**src/rtl/cfg_port_pkg.sv**
```systemverilog
package cfg_port_pkg;

    typedef enum logic [1:0] {
        S_IDLE = 2'd0,
        S_EXT  = 2'd1,
        S_DONE = 2'd2
    } port_state_t;

    localparam logic [7:0] IDX_DEV_SEL   = 8'h07;
    localparam logic [7:0] IDX_CHIP_ID   = 8'h20;
    localparam logic [7:0] IDX_REVISION  = 8'h27;
    localparam logic [7:0] IDX_ENABLE    = 8'h30;
    localparam logic [7:0] IDX_BASE_HI   = 8'h60;
    localparam logic [7:0] IDX_BASE_LO   = 8'h61;
    localparam logic [7:0] IDX_EXT_FIRST = 8'hF0;

    localparam int BASE_W       = 16;
    localparam int GLOBAL_SLOTS = 10;

    // Storage slot of a global register, or -1 for other indices
    function automatic int glob_slot(input logic [7:0] idx);
        case (idx)
            8'h21:   return 0;
            8'h22:   return 1;
            8'h23:   return 2;
            8'h24:   return 3;
            8'h25:   return 4;
            8'h28:   return 5;
            8'h2A:   return 6;
            8'h2B:   return 7;
            8'h2C:   return 8;
            8'h2D:   return 9;
            default: return -1;
        endcase
    endfunction

    function automatic logic is_ext(input logic [7:0] idx);
        return idx >= IDX_EXT_FIRST;
    endfunction

endpackage

```
**src/rtl/cfg_bus_fsm.sv**
```systemverilog
module cfg_bus_fsm
    import cfg_port_pkg::*;
(
    input  logic       clk,
    input  logic       rst_n,
    input  logic       host_req,
    input  logic       host_addr,
    input  logic       host_wr,
    input  logic [7:0] host_wdata,
    output logic       host_ack,
    output logic [7:0] host_rdata,
    input  logic [7:0] loc_rdata,
    output logic [7:0] index_q,
    output logic       reg_we,
    output logic [7:0] reg_wdata,
    output logic       ext_req,
    output logic       ext_wr,
    output logic [7:0] ext_wdata,
    input  logic       ext_ack,
    input  logic [7:0] ext_rdata
);

    port_state_t state_q, state_d;
    logic        ext_wr_q;
    logic [7:0]  ext_wdata_q;
    logic [7:0]  rdata_q;
    logic        data_acc;

    assign data_acc = host_req && host_addr;

    // State register
    always_ff @(posedge clk or negedge rst_n) begin
        if (!rst_n) begin
            state_q <= S_IDLE;
        end else begin
            state_q <= state_d;
        end
    end

    // Transitions
    always_comb begin
        state_d = state_q;
        unique case (state_q)
            S_IDLE: begin
                if (host_req) begin
                    if (host_addr && is_ext(index_q)) begin
                        state_d = S_EXT;
                    end else begin
                        state_d = S_DONE;
                    end
                end
            end
            S_EXT: begin
                if (ext_ack) begin
                    state_d = S_DONE;
                end
            end
            S_DONE: begin
                state_d = S_IDLE;
            end
            default: begin
                state_d = S_IDLE;
            end
        endcase
    end

    // Outputs
    always_comb begin
        host_ack  = 1'b0;
        ext_req   = 1'b0;
        reg_we    = 1'b0;
        unique case (state_q)
            S_IDLE: begin
                reg_we = data_acc && host_wr && !is_ext(index_q);
            end
            S_EXT: begin
                ext_req = 1'b1;
            end
            S_DONE: begin
                host_ack = 1'b1;
            end
            default: begin
                host_ack = 1'b0;
            end
        endcase
    end

    assign reg_wdata  = host_wdata;
    assign host_rdata = rdata_q;
    assign ext_wr     = ext_wr_q;
    assign ext_wdata  = ext_wdata_q;

    // Index, read capture and forwarded-access holding registers
    always_ff @(posedge clk or negedge rst_n) begin
        if (!rst_n) begin
            index_q     <= 8'h00;
            rdata_q     <= 8'h00;
            ext_wr_q    <= 1'b0;
            ext_wdata_q <= 8'h00;
        end else begin
            if (state_q == S_IDLE && host_req) begin
                if (!host_addr) begin
                    if (host_wr) begin
                        index_q <= host_wdata;
                    end else begin
                        rdata_q <= index_q;
                    end
                end else if (is_ext(index_q)) begin
                    ext_wr_q    <= host_wr;
                    ext_wdata_q <= host_wdata;
                end else if (!host_wr) begin
                    rdata_q <= loc_rdata;
                end
            end
            if (state_q == S_EXT && ext_ack && !ext_wr_q) begin
                rdata_q <= ext_rdata;
            end
        end
    end

endmodule

```
**src/rtl/cfg_global_regs.sv**
```systemverilog
module cfg_global_regs
    import cfg_port_pkg::*;
#(
    parameter int         NUM_DEV = 15,
    parameter int         DEV_W   = 4,
    parameter logic [7:0] CHIP_ID = 8'hE9,
    parameter logic [7:0] REV_ID  = 8'h03
) (
    input  logic             clk,
    input  logic             rst_n,
    input  logic [7:0]       index,
    input  logic             we,
    input  logic [7:0]       wdata,
    output logic [DEV_W-1:0] dev_sel,
    output logic             rd_hit,
    output logic [7:0]       rd_data
);

    logic [7:0] glob_q [GLOBAL_SLOTS];

    // Device select, out-of-range values refused
    always_ff @(posedge clk or negedge rst_n) begin
        if (!rst_n) begin
            dev_sel <= '0;
        end else if (we && index == IDX_DEV_SEL && int'(wdata) < NUM_DEV) begin
            dev_sel <= wdata[DEV_W-1:0];
        end
    end

    for (genvar g = 0; g < GLOBAL_SLOTS; g++) begin : g_glob
        always_ff @(posedge clk or negedge rst_n) begin
            if (!rst_n) begin
                glob_q[g] <= 8'h00;
            end else if (we && glob_slot(index) == g) begin
                glob_q[g] <= wdata;
            end
        end
    end

    always_comb begin
        rd_hit  = 1'b0;
        rd_data = 8'h00;
        if (index == IDX_DEV_SEL) begin
            rd_hit  = 1'b1;
            rd_data = 8'(dev_sel);
        end else if (index == IDX_CHIP_ID) begin
            rd_hit  = 1'b1;
            rd_data = CHIP_ID;
        end else if (index == IDX_REVISION) begin
            rd_hit  = 1'b1;
            rd_data = REV_ID;
        end else begin
            for (int g = 0; g < GLOBAL_SLOTS; g++) begin
                if (glob_slot(index) == g) begin
                    rd_hit  = 1'b1;
                    rd_data = glob_q[g];
                end
            end
        end
    end

endmodule

```
**src/rtl/cfg_device_bank.sv**
```systemverilog
module cfg_device_bank
    import cfg_port_pkg::*;
#(
    parameter int NUM_DEV = 15,
    parameter int DEV_W   = 4
) (
    input  logic                      clk,
    input  logic                      rst_n,
    input  logic [7:0]                index,
    input  logic                      we,
    input  logic [7:0]                wdata,
    input  logic [DEV_W-1:0]          dev_sel,
    output logic [NUM_DEV-1:0]        dev_enable,
    output logic [NUM_DEV*BASE_W-1:0] dev_base,
    output logic                      rd_hit,
    output logic [7:0]                rd_data
);

    for (genvar d = 0; d < NUM_DEV; d++) begin : g_dev
        logic              en_q;
        logic [BASE_W-1:0] base_q;
        logic              mine;

        assign mine = we && (dev_sel == DEV_W'(d));

        always_ff @(posedge clk or negedge rst_n) begin
            if (!rst_n) begin
                en_q   <= 1'b0;
                base_q <= '0;
            end else if (mine) begin
                if (index == IDX_ENABLE) begin
                    en_q <= wdata[0];
                end
                if (index == IDX_BASE_HI) begin
                    base_q[15:8] <= wdata;
                end
                if (index == IDX_BASE_LO) begin
                    base_q[7:0] <= wdata;
                end
            end
        end

        assign dev_enable[d]                = en_q;
        assign dev_base[d*BASE_W +: BASE_W] = base_q;
    end

    logic [BASE_W-1:0] sel_base;
    logic              sel_en;

    assign sel_base = dev_base[int'(dev_sel)*BASE_W +: BASE_W];
    assign sel_en   = dev_enable[dev_sel];

    always_comb begin
        rd_hit  = 1'b1;
        rd_data = 8'h00;
        case (index)
            IDX_ENABLE:  rd_data = {7'b0, sel_en};
            IDX_BASE_HI: rd_data = sel_base[15:8];
            IDX_BASE_LO: rd_data = sel_base[7:0];
            default:     rd_hit  = 1'b0;
        endcase
    end

endmodule

```
**src/rtl/cfg_index_port.sv**
```systemverilog
module cfg_index_port
    import cfg_port_pkg::*;
#(
    parameter int         NUM_DEV = 15,
    parameter logic [7:0] CHIP_ID = 8'hE9,
    parameter logic [7:0] REV_ID  = 8'h03,
    localparam int        DEV_W   = $clog2(NUM_DEV)
) (
    input  logic                      clk,
    input  logic                      rst_n,
    input  logic                      host_req,
    input  logic                      host_addr,
    input  logic                      host_wr,
    input  logic [7:0]                host_wdata,
    output logic                      host_ack,
    output logic [7:0]                host_rdata,
    output logic                      ext_req,
    output logic                      ext_wr,
    output logic [DEV_W-1:0]          ext_dev,
    output logic [3:0]                ext_idx,
    output logic [7:0]                ext_wdata,
    input  logic                      ext_ack,
    input  logic [7:0]                ext_rdata,
    output logic [NUM_DEV-1:0]        dev_enable,
    output logic [NUM_DEV*BASE_W-1:0] dev_base
);

    logic [7:0]       index_q;
    logic             reg_we;
    logic [7:0]       reg_wdata;
    logic [7:0]       loc_rdata;
    logic [DEV_W-1:0] dev_sel;
    logic             glob_hit;
    logic [7:0]       glob_data;
    logic             bank_hit;
    logic [7:0]       bank_data;

    cfg_bus_fsm u_fsm (
        .clk        (clk),
        .rst_n      (rst_n),
        .host_req   (host_req),
        .host_addr  (host_addr),
        .host_wr    (host_wr),
        .host_wdata (host_wdata),
        .host_ack   (host_ack),
        .host_rdata (host_rdata),
        .loc_rdata  (loc_rdata),
        .index_q    (index_q),
        .reg_we     (reg_we),
        .reg_wdata  (reg_wdata),
        .ext_req    (ext_req),
        .ext_wr     (ext_wr),
        .ext_wdata  (ext_wdata),
        .ext_ack    (ext_ack),
        .ext_rdata  (ext_rdata)
    );

    cfg_global_regs #(
        .NUM_DEV (NUM_DEV),
        .DEV_W   (DEV_W),
        .CHIP_ID (CHIP_ID),
        .REV_ID  (REV_ID)
    ) u_glob (
        .clk     (clk),
        .rst_n   (rst_n),
        .index   (index_q),
        .we      (reg_we),
        .wdata   (reg_wdata),
        .dev_sel (dev_sel),
        .rd_hit  (glob_hit),
        .rd_data (glob_data)
    );

    cfg_device_bank #(
        .NUM_DEV (NUM_DEV),
        .DEV_W   (DEV_W)
    ) u_bank (
        .clk        (clk),
        .rst_n      (rst_n),
        .index      (index_q),
        .we         (reg_we),
        .wdata      (reg_wdata),
        .dev_sel    (dev_sel),
        .dev_enable (dev_enable),
        .dev_base   (dev_base),
        .rd_hit     (bank_hit),
        .rd_data    (bank_data)
    );

    always_comb begin
        if (glob_hit) begin
            loc_rdata = glob_data;
        end else if (bank_hit) begin
            loc_rdata = bank_data;
        end else begin
            loc_rdata = 8'h00;
        end
    end

    assign ext_dev = dev_sel;
    assign ext_idx = index_q[3:0];

endmodule

```
**config.mk**
```make
export PLATFORM = sky130hd
export DESIGN_NAME = cfg_index_port
export DESIGN_NICKNAME = d
export VERILOG_FILES = /design/src/rtl/cfg_port_pkg.sv /design/src/rtl/cfg_bus_fsm.sv /design/src/rtl/cfg_global_regs.sv /design/src/rtl/cfg_device_bank.sv /design/src/rtl/cfg_index_port.sv
export SDC_FILE = /design/constraint.sdc
export NUM_CORES = 1
export LEC_CHECK = 0
export BUFFER_PORTS_ARGS = -buffer_cell sky130_fd_sc_hd__buf_2
export CAP_MARGIN = 40
export CORE_AREA = 2 2 203 205
export CTS_CLUSTER_DIAMETER = 80
export DETAILED_ROUTE_END_ITERATION = 8
export DIE_AREA = 0 0 205 207
export PLACE_DENSITY_LB_ADDON = 0.25
export SLEW_MARGIN = 30
export SYNTH_ARGS = -nofsm -noshare
export SYNTH_HDL_FRONTEND = slang
export SYNTH_SLANG_ARGS = --single-unit
```
**constraint.sdc**
```tcl
create_clock -name clk -period 3 [get_ports clk]
set_input_delay 0.3 -clock clk [delete_from_list [all_inputs] [get_ports clk]]
set_output_delay 0.3 -clock clk [all_outputs]
set_load 0.01 [all_outputs]
```
==> qor.json, run 1 <==
{
  "core_region_area": {"value": 40370, "unit": "um^2"},
  "max_slew.worst_pin.slew": {"value": 893.1, "unit": "ps"},
  "rsz_0062_raised_after_global_routing": {"value": "no"},
  "synthesis.area_per_instance": {"value": 13.13, "unit": "um^2"},
  "cts_max_path_buffers": {"value": 3},
  "synthesis.instances": {"value": 1358},
  "floorplan.io_pins": {"value": 304},
  "placement_rows": {"value": 74},
  "netlist-cell-type-count": {"value": 73},
  "routed_via_density": {"value": 5.915},
  "power.share.combinational": {"value": 11.5, "unit": "%"},
  "static-leakage-power": {"value": 11.29, "unit": "nW"},
  "worstSkewPairLatency": {"value": 560, "unit": "ps"},
  "worst_setup_path_startpoint": {"value": "u_glob.dev_sel[1]"},
  "start_kind": {"value": "flip-flop"},
  "drive_above_1_share": {"value": 53.57, "unit": "%"},
  "synth.cell_area": {"value": 17830, "unit": "um^2"},
  "port-buffer-count": {"value": 303},
  "setup_ws": {"value": 50.48, "unit": "ps"},
  "crit_path_most_repeated_cell": {"value": "sky130_fd_sc_hd__o22ai_1"},
  "grt_start_max_net_pins": {"value": 76},
  "maxSlewHeadroom": {"value": 40.46, "unit": "%"},
  "globalRoute.totalOverflow": {"value": 0},
  "initial_utilization": {"value": 44.16, "unit": "%"},
  "cts_num_sinks": {"value": 366},
  "async_sr_flop_fraction": {"value": 100.0, "unit": "%"},
  "hold-worst-slack": {"value": 31.05, "unit": "ps"},
  "drc_violations_left": {"value": 0},
  "synth-warning-count": {"value": 0},
  "grt_pass1_vias": {"value": 13600},
  "dpl.hpwl": {"value": 43090, "unit": "um"},
  "yosys-top-cells-count": {"value": "366 x sky130_fd_sc_hd__dfrtp_1, 364 x sky130_fd_sc_hd__mux2_2, 62 x sky130_fd_sc_hd__nand2_1, 62 x sky130_fd_sc_hd__nor2_1, 61 x sky130_fd_sc_hd__mux2i_1"},
  "cts-root-buf": {"value": "sky130_fd_sc_hd__clkbuf_16"},
  "finalMaxSlewViolations": {"value": 0},
  "final.setup.tns": {"value": 0, "unit": "ps"},
  "number_of_violations_reported_at_the_end_of_detailed_routing_iteration_0": {"value": 1103},
  "critical_path.reg2reg.startpoint": {"value": "u_glob.dev_sel[1]"},
  "crit_family": {"value": "compound AO/OA/AOI/OAI gates"},
  "synth.top_cell.area_share": {"value": 51.38, "unit": "%"},
  "critical_path.slowest_cell": {"value": "sky130_fd_sc_hd__dfrtp_4"},
  "seq_area_frac_synth": {"value": 51.38, "unit": "%"},
  "grt_first_pass_wirelength": {"value": 90840, "unit": "um"},
  "min_path_type": {"value": "in -> reg"},
  "timing_hold_violations_final": {"value": 0},
  "switching_share": {"value": 26.67, "unit": "%"},
  "timing.final.crit_share": {"value": 98.32, "unit": "%"},
  "ys.flop_type": {"value": "sky130_fd_sc_hd__dfrtp_1"},
  "status": {"value": "complete, no violations"},
  "worst_path_largest_cell_delay": {"value": 720, "unit": "ps"},
  "clock.fmax": {"value": 0.3390, "unit": "GHz"},
  "post-synth-top-area-cell": {"value": "sky130_fd_sc_hd__dfrtp_1"},
  "post_synth_main_area_contributors": {"value": "sky130_fd_sc_hd__dfrtp_1 51%, sky130_fd_sc_hd__mux2_2 23%, sky130_fd_sc_hd__mux4_2 4.8%"},
  "nNetsFinal": {"value": 1712},
  "internal-power": {"value": 8.628, "unit": "mW"},
  "period_minus_slack": {"value": 2950, "unit": "ps"},
  "worst_setup_path_end_kind": {"value": "flip-flop"},
  "critPathKind": {"value": "reg -> reg"},
  "irDropWorstVdd": {"value": 336.6, "unit": "uV"},
  "max_fanout_on_critical_path": {"value": 22},
  "post_dp_cell_area": {"value": 20440, "unit": "um^2"},
  "p_total": {"value": 11.77, "unit": "mW"},
  "arrival": {"value": 3340, "unit": "ps"},
  "timing.clock.skew": {"value": 18.36, "unit": "ps"},
  "maxCapViolCount": {"value": 0},
  "clk_pin_slew_worst_paths": {"value": 60, "unit": "ps"},
  "cts.htree.levels": {"value": 2},
  "sequentialPowerShare": {"value": 44.6, "unit": "%"},
  "route.antenna.remaining_nets": {"value": 0},
  "dp_cells": {"value": 2177},
  "wl_per_cell": {"value": 27.20, "unit": "um"},
  "pre_cts_slack": {"value": -101.6, "unit": "ps"},
  "gp_congestion": {"value": 0.9065},
  "grt.total_usage": {"value": 28.81, "unit": "%"},
  "area_growth_syn_to_layout": {"value": 22.58, "unit": "%"},
  "die_y": {"value": 207, "unit": "um"},
  "wirelength": {"value": 61270, "unit": "um"},
  "cts_tree": {"value": "yes"},
  "cts_made_buffers": {"value": 40},
  "grt_antenna_before_repair": {"value": 1},
  "yosysMostFrequentCell": {"value": "sky130_fd_sc_hd__dfrtp_1"},
  "layoutNonFillerInstCount": {"value": 2253},
  "critical_path.cell_chain": {"value": "buf_4 -> mux4_2 -> mux2i_1 -> o22ai_1 -> a2111oi_2 -> o22ai_1"},
  "antennaDiodeCount": {"value": 0},
  "clock_power_share": {"value": 43.8, "unit": "%"},
  "drtPass1Iterations": {"value": 5},
  "setup-violations-final": {"value": 0},
  "postSynthRegisterBits": {"value": 366},
  "min_from": {"value": "host_wr"},
  "critPathBufInv": {"value": 1},
  "final_util": {"value": 54.13, "unit": "%"},
  "p_per_area": {"value": 538.5, "unit": "nW/um^2"},
  "die-width": {"value": 205, "unit": "um"},
  "synth_edf_count": {"value": 0},
  "synth_fp_nets": {"value": 1380},
  "switching_power": {"value": 3.138, "unit": "mW"},
  "postLayoutCellArea": {"value": 21850, "unit": "um^2"},
  "timing.critical_path.required": {"value": 3390, "unit": "ps"},
  "die-area": {"value": 42440, "unit": "um^2"},
  "detailroute.via_count": {"value": 13330}
}
[repair_timing]
action,in CTS,in global routing
endpoints found under the hold margin,63,0
gates resized for setup,1,3
cloned,0,0
hold buffers,2,0
buffers inserted,0,0
setup endpoints to repair,1,3
[state kept, by name, indices dropped and copies added, names as in the netlist]
signal,flops
u_fsm.ext_wdata,8
u_bank.g_dev.en_q,15
u_glob.glob_q,80
u_glob.dev_sel,4
u_fsm.host_rdata,8
u_fsm.index_q,8
u_fsm.state_q,2
u_bank.g_dev.base_q,240
u_fsm.ext_wr,1
[path summary, 6_finish.rpt]
path | end | slack, ps | depth (start not counted)
min in group asynchronous | u_glob.glob_q[24] | 330 | 2
min | u_fsm.ext_wr | 30 | 2
min reg2reg | u_fsm.host_rdata[2] | 480 | 2
max reg2reg | u_fsm.host_rdata[0] | 50 | 6
max in group asynchronous | u_glob.dev_sel[1] | 1780 | 3
max | u_fsm.host_rdata[0] | 50 | 6
[placed cells by master (no fill, tap or decap), types with 6 or more instances in the layout]
cell type,Yosys,layout
sky130_fd_sc_hd__mux2_2,364,364
sky130_fd_sc_hd__dfrtp_1,366,363
sky130_fd_sc_hd__buf_2,17,302
sky130_fd_sc_hd__buf_4,21,79
sky130_fd_sc_hd__nand2_1,62,62
sky130_fd_sc_hd__nor2_1,62,62
sky130_fd_sc_hd__mux2i_1,61,61
sky130_fd_sc_hd__clkbuf_16,0,40
sky130_fd_sc_hd__mux4_2,38,38
sky130_fd_sc_hd__a21oi_1,31,31
sky130_fd_sc_hd__o21ai_0,30,30
sky130_fd_sc_hd__nand3_1,17,17
sky130_fd_sc_hd__buf_12,0,17
sky130_fd_sc_hd__a22oi_1,16,15
sky130_fd_sc_hd__nor2b_1,13,12
sky130_fd_sc_hd__nor2_2,12,12
sky130_fd_sc_hd__o211ai_1,12,12
sky130_fd_sc_hd__o22ai_1,12,12
sky130_fd_sc_hd__a211oi_1,11,11
sky130_fd_sc_hd__inv_1,10,10
sky130_fd_sc_hd__clkinv_2,0,9
sky130_fd_sc_hd__or3_1,8,8
sky130_fd_sc_hd__nor3_1,7,7
sky130_fd_sc_hd__nor3_2,7,7
sky130_fd_sc_hd__o221ai_1,7,7
sky130_fd_sc_hd__nand3b_1,6,6
sky130_fd_sc_hd__nor2_8,6,6
sky130_fd_sc_hd__nand3_2,6,6
[power groups by stage]
stage	clock network [mW]	registers [mW]	logic (mW)
floorplan	0	5.34	0.709
finish	5.16	5.25	1.36
global placement	0	5.33	1.32
detailed placement	0	5.33	1.34
CTS	5.23	5.24	1.34
global route	5.42	5.26	1.46
[kinds of logic (layout without fill, tap and decap cells)]
| logic type | count (synthesis) | in the layout | synth area share (%) |
|---|---|---|---|
| compound gates | 160 | 160 | 6.156 |
| mux | 463 | 463 | 31.22 |
| flops | 366 | 366 | 51.38 |
| simple gates | 247 | 247 | 8.072 |
| buf+inv | 122 | 485 | 3.173 |
[area by class of cell]
class / count / area (um^2)
Clock buffer: 50 / 1089
Clock inverter: 23 / 275.3
Fill cell: 3585 / 18520
Inverter: 11 / 41.29
Multi-Input combinational cell: 870 / 8133
Sequential cell: 366 / 9168
Tap cell: 532 / 665.6
Timing Repair Buffer: 401 / 2480
[routing by layer]
metal / global-route usage (%) / wire [um]
met4: 9.501 / 2030
met1: 38.61 / 25330
met3: 6.230 / 4489
met2: 46.54 / 29410
met5: 0 / 13
(Power assumes the default switching activity.)
==> inputs of run 2 (changes only) <==
--- a/config.mk
+++ b/config.mk
@@ -15,4 +15,5 @@
 export SLEW_MARGIN = 30
 export SYNTH_ARGS = -nofsm -noshare
 export SYNTH_HDL_FRONTEND = slang
+export SYNTH_HIERARCHICAL = 1
 export SYNTH_SLANG_ARGS = --single-unit
==> qor.json, run 2 <==
{
  "status": {"value": "complete, no violations"},
  "number_of_violations_reported_at_the_end_of_detailed_routing_iteration_0": {"value": 1319},
  "synth_edf_count": {"value": 0},
  "clk_pin_slew_worst_paths": {"value": 60, "unit": "ps"},
  "globalRoute.totalOverflow": {"value": 0},
  "top_register": {"value": "u_bank/g_dev.base_q"},
  "clock.fmax": {"value": 0.3406, "unit": "GHz"},
  "most_frequent_cells_in_the_layout": {"value": "370 x sky130_fd_sc_hd__mux2_2, 363 x sky130_fd_sc_hd__dfrtp_1, 302 x sky130_fd_sc_hd__buf_2"},
  "min_path_type": {"value": "in -> reg"},
  "layout.cells.most_common": {"value": "sky130_fd_sc_hd__mux2_2"},
  "critical_path.cell_chain": {"value": "nor2b_1 -> nand2_1 -> o21ai_0 -> mux4_2 -> a22o_1 -> nand2_1 -> o21ai_0 -> mux2_2 -> o2111ai_1 -> o211ai_1"},
  "netlist-cell-type-count": {"value": 72},
  "top_regs": {"value": "u_bank/g_dev.base_q x240, u_glob/glob_q x80, u_bank/g_dev.en_q x15"},
  "largest_register_ff_count": {"value": 240},
  "cts_max_path_buffers": {"value": 3},
  "grt.total_usage": {"value": 29.47, "unit": "%"},
  "timing_hold_violations_final": {"value": 0},
  "regToRegSetupSlack": {"value": 60, "unit": "ps"},
  "drive_above_1_share": {"value": 55.87, "unit": "%"},
  "worst_path_largest_cell_delay": {"value": 570, "unit": "ps"},
  "yosysMostFrequentCell": {"value": "sky130_fd_sc_hd__mux2_2"},
  "nNetsFinal": {"value": 1659},
  "arrival": {"value": 3400, "unit": "ps"},
  "maxSlewHeadroom": {"value": 46.32, "unit": "%"},
  "setup-violations-final": {"value": 0},
  "floorplan.io_pins": {"value": 304},
  "period_minus_slack": {"value": 2936, "unit": "ps"},
  "maxCapViolCount": {"value": 0},
  "worstSkewPairLatency": {"value": 580, "unit": "ps"},
  "cts_tree": {"value": "yes"},
  "gp_congestion": {"value": 0.9591},
  "grt_pass1_vias": {"value": 13560},
  "placement_rows": {"value": 74},
  "postSynthRegisterBits": {"value": 366},
  "grt_antenna_before_repair": {"value": 3},
  "detailroute.via_count": {"value": 13290},
  "critPathKind": {"value": "reg -> reg"},
  "cts_made_buffers": {"value": 42},
  "route.antenna.remaining_nets": {"value": 0},
  "timing.final.crit_share": {"value": 97.88, "unit": "%"},
  "routed_via_density": {"value": 6.031},
  "cts.htree.levels": {"value": 2},
  "synth.cell_area": {"value": 17980, "unit": "um^2"},
  "worst_setup_path_end_kind": {"value": "flip-flop"},
  "drtPass1Iterations": {"value": 5},
  "async_sr_flop_fraction": {"value": 100.0, "unit": "%"},
  "num-fill-cells": {"value": 3461},
  "drc_violations_left": {"value": 0},
  "static-leakage-power": {"value": 11.21, "unit": "nW"},
  "seq_area_frac_synth": {"value": 50.94, "unit": "%"},
  "wirelength": {"value": 62180, "unit": "um"},
  "max_slew.worst_pin.slew": {"value": 800.6, "unit": "ps"},
  "post-synth-top-area-cell": {"value": "sky130_fd_sc_hd__dfrtp_1"},
  "synthesis.area_per_instance": {"value": 13.58, "unit": "um^2"},
  "max_fanout_on_critical_path": {"value": 12},
  "start_kind": {"value": "flip-flop"},
  "cts-root-buf": {"value": "sky130_fd_sc_hd__clkbuf_16"},
  "irDropWorstVdd": {"value": 379.6, "unit": "uV"},
  "yosys-top-cells-count": {"value": "370 x sky130_fd_sc_hd__mux2_2, 366 x sky130_fd_sc_hd__dfrtp_1, 86 x sky130_fd_sc_hd__nand2_1"},
  "finalMaxSlewViolations": {"value": 0},
  "synth.top_cell.area_share": {"value": 50.94, "unit": "%"},
  "crit_family": {"value": "compound AO/OA/AOI/OAI gates"},
  "final.setup.tns": {"value": 0, "unit": "ps"},
  "p_per_area": {"value": 584.3, "unit": "nW/um^2"},
  "port-buffer-count": {"value": 303},
  "synthesis.instances": {"value": 1324},
  "die-area": {"value": 42440, "unit": "um^2"},
  "critical_path.slowest_cell": {"value": "sky130_fd_sc_hd__dfrtp_4"},
  "grt_start_max_net_pins": {"value": 78},
  "timing.clock.skew": {"value": 30.48, "unit": "ps"},
  "rsz_0062_raised_after_global_routing": {"value": "no"},
  "ys.flop_type": {"value": "sky130_fd_sc_hd__dfrtp_1"},
  "cts_num_sinks": {"value": 366},
  "setup_ws": {"value": 63.72, "unit": "ps"},
  "wl_per_cell": {"value": 28.23, "unit": "um"},
  "die_y": {"value": 207, "unit": "um"},
  "die-width": {"value": 205, "unit": "um"},
  "timing.critical_path.required": {"value": 3470, "unit": "ps"},
  "initial_utilization": {"value": 44.54, "unit": "%"},
  "critPathBufInv": {"value": 0},
  "pre_cts_slack": {"value": 148.1, "unit": "ps"},
  "synth_fp_nets": {"value": 1346},
  "grt_first_pass_wirelength": {"value": 92020, "unit": "um"},
  "area_growth_syn_to_layout": {"value": 22.36, "unit": "%"},
  "post_synth_main_area_contributors": {"value": "sky130_fd_sc_hd__dfrtp_1 51%, sky130_fd_sc_hd__mux2_2 23%, sky130_fd_sc_hd__mux4_2 7.9%"},
  "dpl.hpwl": {"value": 44660, "unit": "um"},
  "core_region_area": {"value": 40370, "unit": "um^2"},
  "synth-warning-count": {"value": 6}
}
==> run 2: kinds of logic (layout without fill, tap and decap cells) <==
family,count (synthesis),count (layout),synth area share (%)
AOI/OAI and AO/OA,152,152,5.817
xor gates and xnor gates,2,2,0.09744
muxes,460,460,32.58
other,0,1,0
DFF,366,366,50.94
and+or+nand+nor,217,217,7.070
buffers and inverters,127,473,3.500
==> run 2: final timing paths <==
kind	from	end	depth (start not counted)
max in group asynchronous	rst_n	u_bank/g_dev[7].base_q[9]	3
min in group asynchronous	rst_n	u_glob/glob_q[60]	2
hold reg to reg	u_glob/glob_q[22]	u_glob/glob_q[22]	1
hold / removal	ext_rdata[6]	u_fsm/host_rdata[6]	3
setup / recovery	u_glob/dev_sel[1]	u_fsm/host_rdata[5]	10
setup reg to reg	u_glob/dev_sel[1]	u_fsm/host_rdata[5]	10
==> run 2: final cells by class <==
type | instances | area, um^2 | share of cell area (%)
antenna | 1 | 2.502 | 0.01137
clock buffer | 58 | 1231 | 5.596
clock inverter | 19 | 381.6 | 1.735
inverter | 10 | 37.54 | 0.1706
multi-input combinational | 831 | 8200 | 37.27
sequential | 366 | 9168 | 41.67
tap | 532 | 665.6 | 3.025
timing repair buffer | 386 | 2315 | 10.52
==> run 2: tightest hold or removal path: cells and delay by family <==
| kind | cells | cell delay, ps |
|---|---|---|
| buffers and inverters | 1 | 80 |
| AOI/OAI and AO/OA | 1 | 100 |
| and+or+nand+nor | 1 | 90 |
==> run 2: layer usage <==
metal / vias to the layer above / routed length [um] / share of wire [%] / GRT usage (%)
li1: 5532 / - / - / -
met5: - / 26 / 0.042 / 0
met3: 125 / 5789 / 9.3 / 6.954
met2: 715 / 28310 / 46 / 44.32
met4: 4 / 2370 / 3.8 / 11.31
met1: 6910 / 25690 / 41 / 41.45
==> run 2: report_power, final <==
group          total [mW]  internal [mW]  leakage (nW)  switching, mW
clock network        5.90           3.75         0.791           2.15
logic                1.68          0.680          5.36          0.997
registers            5.28           5.10          5.06          0.182
total                12.9           9.53          11.2           3.33
==> run 2: repair_timing <==
item / in CTS / in global routing
gates resized for setup: 0 / 1
hold buffers: 3 / 0
setup endpoints to repair: 0 / 1
hold endpoints to repair: 71 / 0
setup buffers: 0 / 0
==> run 2: metrics by stage <==
stage	hold WS (ps)	std cells	instance area, um^2	power (mW)	utilization (%)
global placement	315.3	2121	20340	6.991	50.38
finish	55.42	2203	22000	12.86	54.50
global route	47.27	2202	22000	13.29	54.49
floorplan	4.409	1324	17980	6.227	-
detailed placement	327.8	2122	20350	7.014	50.42
CTS	21.46	2202	22000	12.92	54.49
==> inputs of run 3 (changes only) <==
--- a/config.mk
+++ b/config.mk
@@ -5,12 +5,13 @@
 export SDC_FILE = /design/constraint.sdc
 export NUM_CORES = 1
 export LEC_CHECK = 0
+export ABC_AREA = 1
 export BUFFER_PORTS_ARGS = -buffer_cell sky130_fd_sc_hd__buf_2
 export CAP_MARGIN = 40
-export CORE_AREA = 2 2 203 205
+export CORE_AREA = 2 2 204 206
 export CTS_CLUSTER_DIAMETER = 80
 export DETAILED_ROUTE_END_ITERATION = 8
-export DIE_AREA = 0 0 205 207
+export DIE_AREA = 0 0 206 208
 export PLACE_DENSITY_LB_ADDON = 0.25
 export SLEW_MARGIN = 30
 export SYNTH_ARGS = -nofsm -noshare
==> qor.json, run 3 <==
{
  "placement_rows": {"value": 74},
  "drc_violations_left": {"value": 0},
  "layout.cells.most_common": {"value": "sky130_fd_sc_hd__nand2_1"},
  "hold-worst-slack": {"value": 48.83, "unit": "ps"},
  "detailroute.via_count": {"value": 16530},
  "maxCapViolCount": {"value": 0},
  "min_path_type": {"value": "in -> reg"},
  "grt_pass1_vias": {"value": 15940},
  "die-area": {"value": 42850, "unit": "um^2"},
  "timing.critical_path.required": {"value": 3460, "unit": "ps"},
  "synthesis.area_per_instance": {"value": 8.171, "unit": "um^2"},
  "port-buffer-count": {"value": 303},
  "dp_cells": {"value": 2943},
  "initial_utilization": {"value": 44.43, "unit": "%"},
  "dpl.hpwl": {"value": 46340, "unit": "um"},
  "top_regs": {"value": "u_bank/g_dev.base_q x240, u_glob/glob_q x80, u_bank/g_dev.en_q x15"},
  "synth.cell_area": {"value": 18020, "unit": "um^2"},
  "timing.final.crit_share": {"value": 91.96, "unit": "%"},
  "finalMaxSlewViolations": {"value": 0},
  "antennaDiodeCount": {"value": 0},
  "synth.top_cell.area_share": {"value": 50.83, "unit": "%"},
  "yosysMostFrequentCell": {"value": "sky130_fd_sc_hd__nand2_1"},
  "rsz_0062_raised_after_global_routing": {"value": "no"},
  "setup_ws": {"value": 241.2, "unit": "ps"},
  "status": {"value": "complete, no violations"},
  "p_per_area": {"value": 527.0, "unit": "nW/um^2"},
  "grt_start_max_net_pins": {"value": 95},
  "num-fill-cells": {"value": 3835},
  "nNetsFinal": {"value": 2481},
  "cts_max_path_buffers": {"value": 3},
  "worstSkewPairLatency": {"value": 580, "unit": "ps"},
  "post_dp_cell_area": {"value": 19830, "unit": "um^2"},
  "clk_pin_slew_worst_paths": {"value": 60, "unit": "ps"},
  "synth-warning-count": {"value": 6},
  "critPathKind": {"value": "reg -> reg"},
  "start_kind": {"value": "flip-flop"},
  "route.antenna.remaining_nets": {"value": 0},
  "arrival": {"value": 3220, "unit": "ps"},
  "worst_setup_path_end_kind": {"value": "flip-flop"},
  "synth_fp_nets": {"value": 2227},
  "largest_register_ff_count": {"value": 240},
  "layoutNonFillerInstCount": {"value": 3020},
  "floorplan.io_pins": {"value": 304},
  "clock.fmax": {"value": 0.3625, "unit": "GHz"},
  "synthesis.instances": {"value": 2205},
  "cts_num_sinks": {"value": 366},
  "gp_congestion": {"value": 0.9544},
  "timing_hold_violations_final": {"value": 0},
  "max_fanout_on_critical_path": {"value": 17},
  "netlist-cell-type-count": {"value": 45},
  "synth_edf_count": {"value": 0},
  "globalRoute.totalOverflow": {"value": 0},
  "ys.flop_type": {"value": "sky130_fd_sc_hd__dfrtp_1"},
  "routed_via_density": {"value": 5.472},
  "area_growth_syn_to_layout": {"value": 17.88, "unit": "%"},
  "drtPass1Iterations": {"value": 6},
  "final.setup.tns": {"value": 0, "unit": "ps"},
  "crit_path_most_repeated_cell": {"value": "sky130_fd_sc_hd__nand2_1"},
  "grt.total_usage": {"value": 30.05, "unit": "%"},
  "wirelength": {"value": 64580, "unit": "um"},
  "worst_path_largest_cell_delay": {"value": 530, "unit": "ps"},
  "grt_antenna_before_repair": {"value": 0},
  "die-width": {"value": 206, "unit": "um"},
  "cts_tree": {"value": "yes"},
  "top_register": {"value": "u_bank/g_dev.base_q"},
  "post_synth_main_area_contributors": {"value": "sky130_fd_sc_hd__dfrtp_1 51%, sky130_fd_sc_hd__nand2_1 19%, sky130_fd_sc_hd__o21ai_0 8.0%"},
  "timing.clock.skew": {"value": 26.20, "unit": "ps"},
  "post-synth-top-area-cell": {"value": "sky130_fd_sc_hd__dfrtp_1"},
  "irDropWorstVdd": {"value": 440.8, "unit": "uV"},
  "wl_per_cell": {"value": 21.38, "unit": "um"},
  "setup-violations-final": {"value": 0},
  "core_region_area": {"value": 40550, "unit": "um^2"},
  "critical_path.cell_chain": {"value": "inv_1 -> nand2_1 -> clkinv_1 -> nand2_1 -> nand2_1 -> o21ai_0 -> nand2_1 -> nand3_1 -> nand2_1 -> nand2_1 -> nand2_1 -> nand2_1 -> nand2_1 -> nand2_1 -> nand2_1"},
  "period_minus_slack": {"value": 2759, "unit": "ps"},
  "cts-root-buf": {"value": "sky130_fd_sc_hd__clkbuf_16"},
  "die_y": {"value": 208, "unit": "um"},
  "pre_cts_slack": {"value": 272.8, "unit": "ps"},
  "max_slew.worst_pin.slew": {"value": 833.3, "unit": "ps"},
  "cts.htree.levels": {"value": 2},
  "postLayoutCellArea": {"value": 21240, "unit": "um^2"},
  "grt_first_pass_wirelength": {"value": 98090, "unit": "um"},
  "most_frequent_cells_in_the_layout": {"value": "927 x sky130_fd_sc_hd__nand2_1, 363 x sky130_fd_sc_hd__dfrtp_1, 302 x sky130_fd_sc_hd__buf_2"},
  "async_sr_flop_fraction": {"value": 100.0, "unit": "%"},
  "maxSlewHeadroom": {"value": 44.39, "unit": "%"},
  "seq_area_frac_synth": {"value": 50.83, "unit": "%"},
  "drive_above_1_share": {"value": 24.24, "unit": "%"},
  "critical_path.slowest_cell": {"value": "sky130_fd_sc_hd__dfrtp_1"},
  "static-leakage-power": {"value": 11.16, "unit": "nW"},
  "yosys-top-cells-count": {"value": "927 x sky130_fd_sc_hd__nand2_1, 366 x sky130_fd_sc_hd__dfrtp_1, 288 x sky130_fd_sc_hd__o21ai_0"},
  "cts_made_buffers": {"value": 42},
  "number_of_violations_reported_at_the_end_of_detailed_routing_iteration_0": {"value": 1748},
  "postSynthRegisterBits": {"value": 366}
}
## run 3: logic make-up after synthesis
group,synth area share (%)
compound gates,13.32
buf+inv,6.493
flops,50.83
simple gates,29.35
## run 3: report_power, final
| group | switching [mW] | internal [mW] |
|---|---|---|
| combinational | 0.650 | 0.247 |
| sequential | 0.120 | 5.05 |
| clock | 2.12 | 3.01 |
| total | 2.89 | 8.30 |
## run 3: stage by stage
stage               utilization, %  power, mW
floorplan                        -      5.753
global placement             48.90      6.123
detailed placement           48.90      6.132
CTS                          52.31      11.26
global route                 52.37      11.60
finish                       52.37      11.19
## run 3: worst max-delay path: cells and delay by family (launching register included)
kind,cells,cell delay (ps)
flops,1,530
simple gates,12,1160
compound gates,1,340
buf+inv,2,610
## run 3: cell type report
type                            instances  area [um^2]  area share, %
Clock buffer                           61         1264          5.950
Clock inverter                         12        111.4         0.5243
Inverter                               76        307.8          1.449
Multi-Input combinational cell       1619         7691          36.21
Sequential cell                       366         9163          43.14
Tap cell                              532        665.6          3.134
Timing Repair Buffer                  354         2037          9.591
## run 3: metal layers
layer	share of wire, %	GRT usage (%)	wire [um]	vias up
li1	-	-	-	7650
met1	41	41.05	26430	7873
met2	45	46.07	29340	843
met3	9.3	6.626	6032	159
met4	4.3	12.71	2778	0
met5	0	0	0	-
## run 3: what timing repair did
item	CTS	global route
hold buffers	1	0
resized for setup	0	2
setup endpoints to repair	0	4
buffers inserted	0	3
hold endpoints to repair	85	0
## run 3: path summary, 6_finish.rpt
| path | startpoint | end | slack [ps] | cells past startpoint |
|---|---|---|---|---|
| min in group asynchronous | rst_n | u_glob/glob_q[70] | 350 | 2 |
| max reg2reg | u_glob/dev_sel[3] | u_fsm/host_rdata[7] | 240 | 15 |
| min reg2reg | u_glob/glob_q[28] | u_glob/glob_q[28] | 480 | 2 |
| min | host_wdata[4] | u_fsm/ext_wdata[4] | 50 | 3 |
| max | u_glob/dev_sel[3] | u_fsm/host_rdata[7] | 240 | 15 |
| max in group asynchronous | rst_n | u_bank/g_dev[12].base_q[6] | 1760 | 3 |
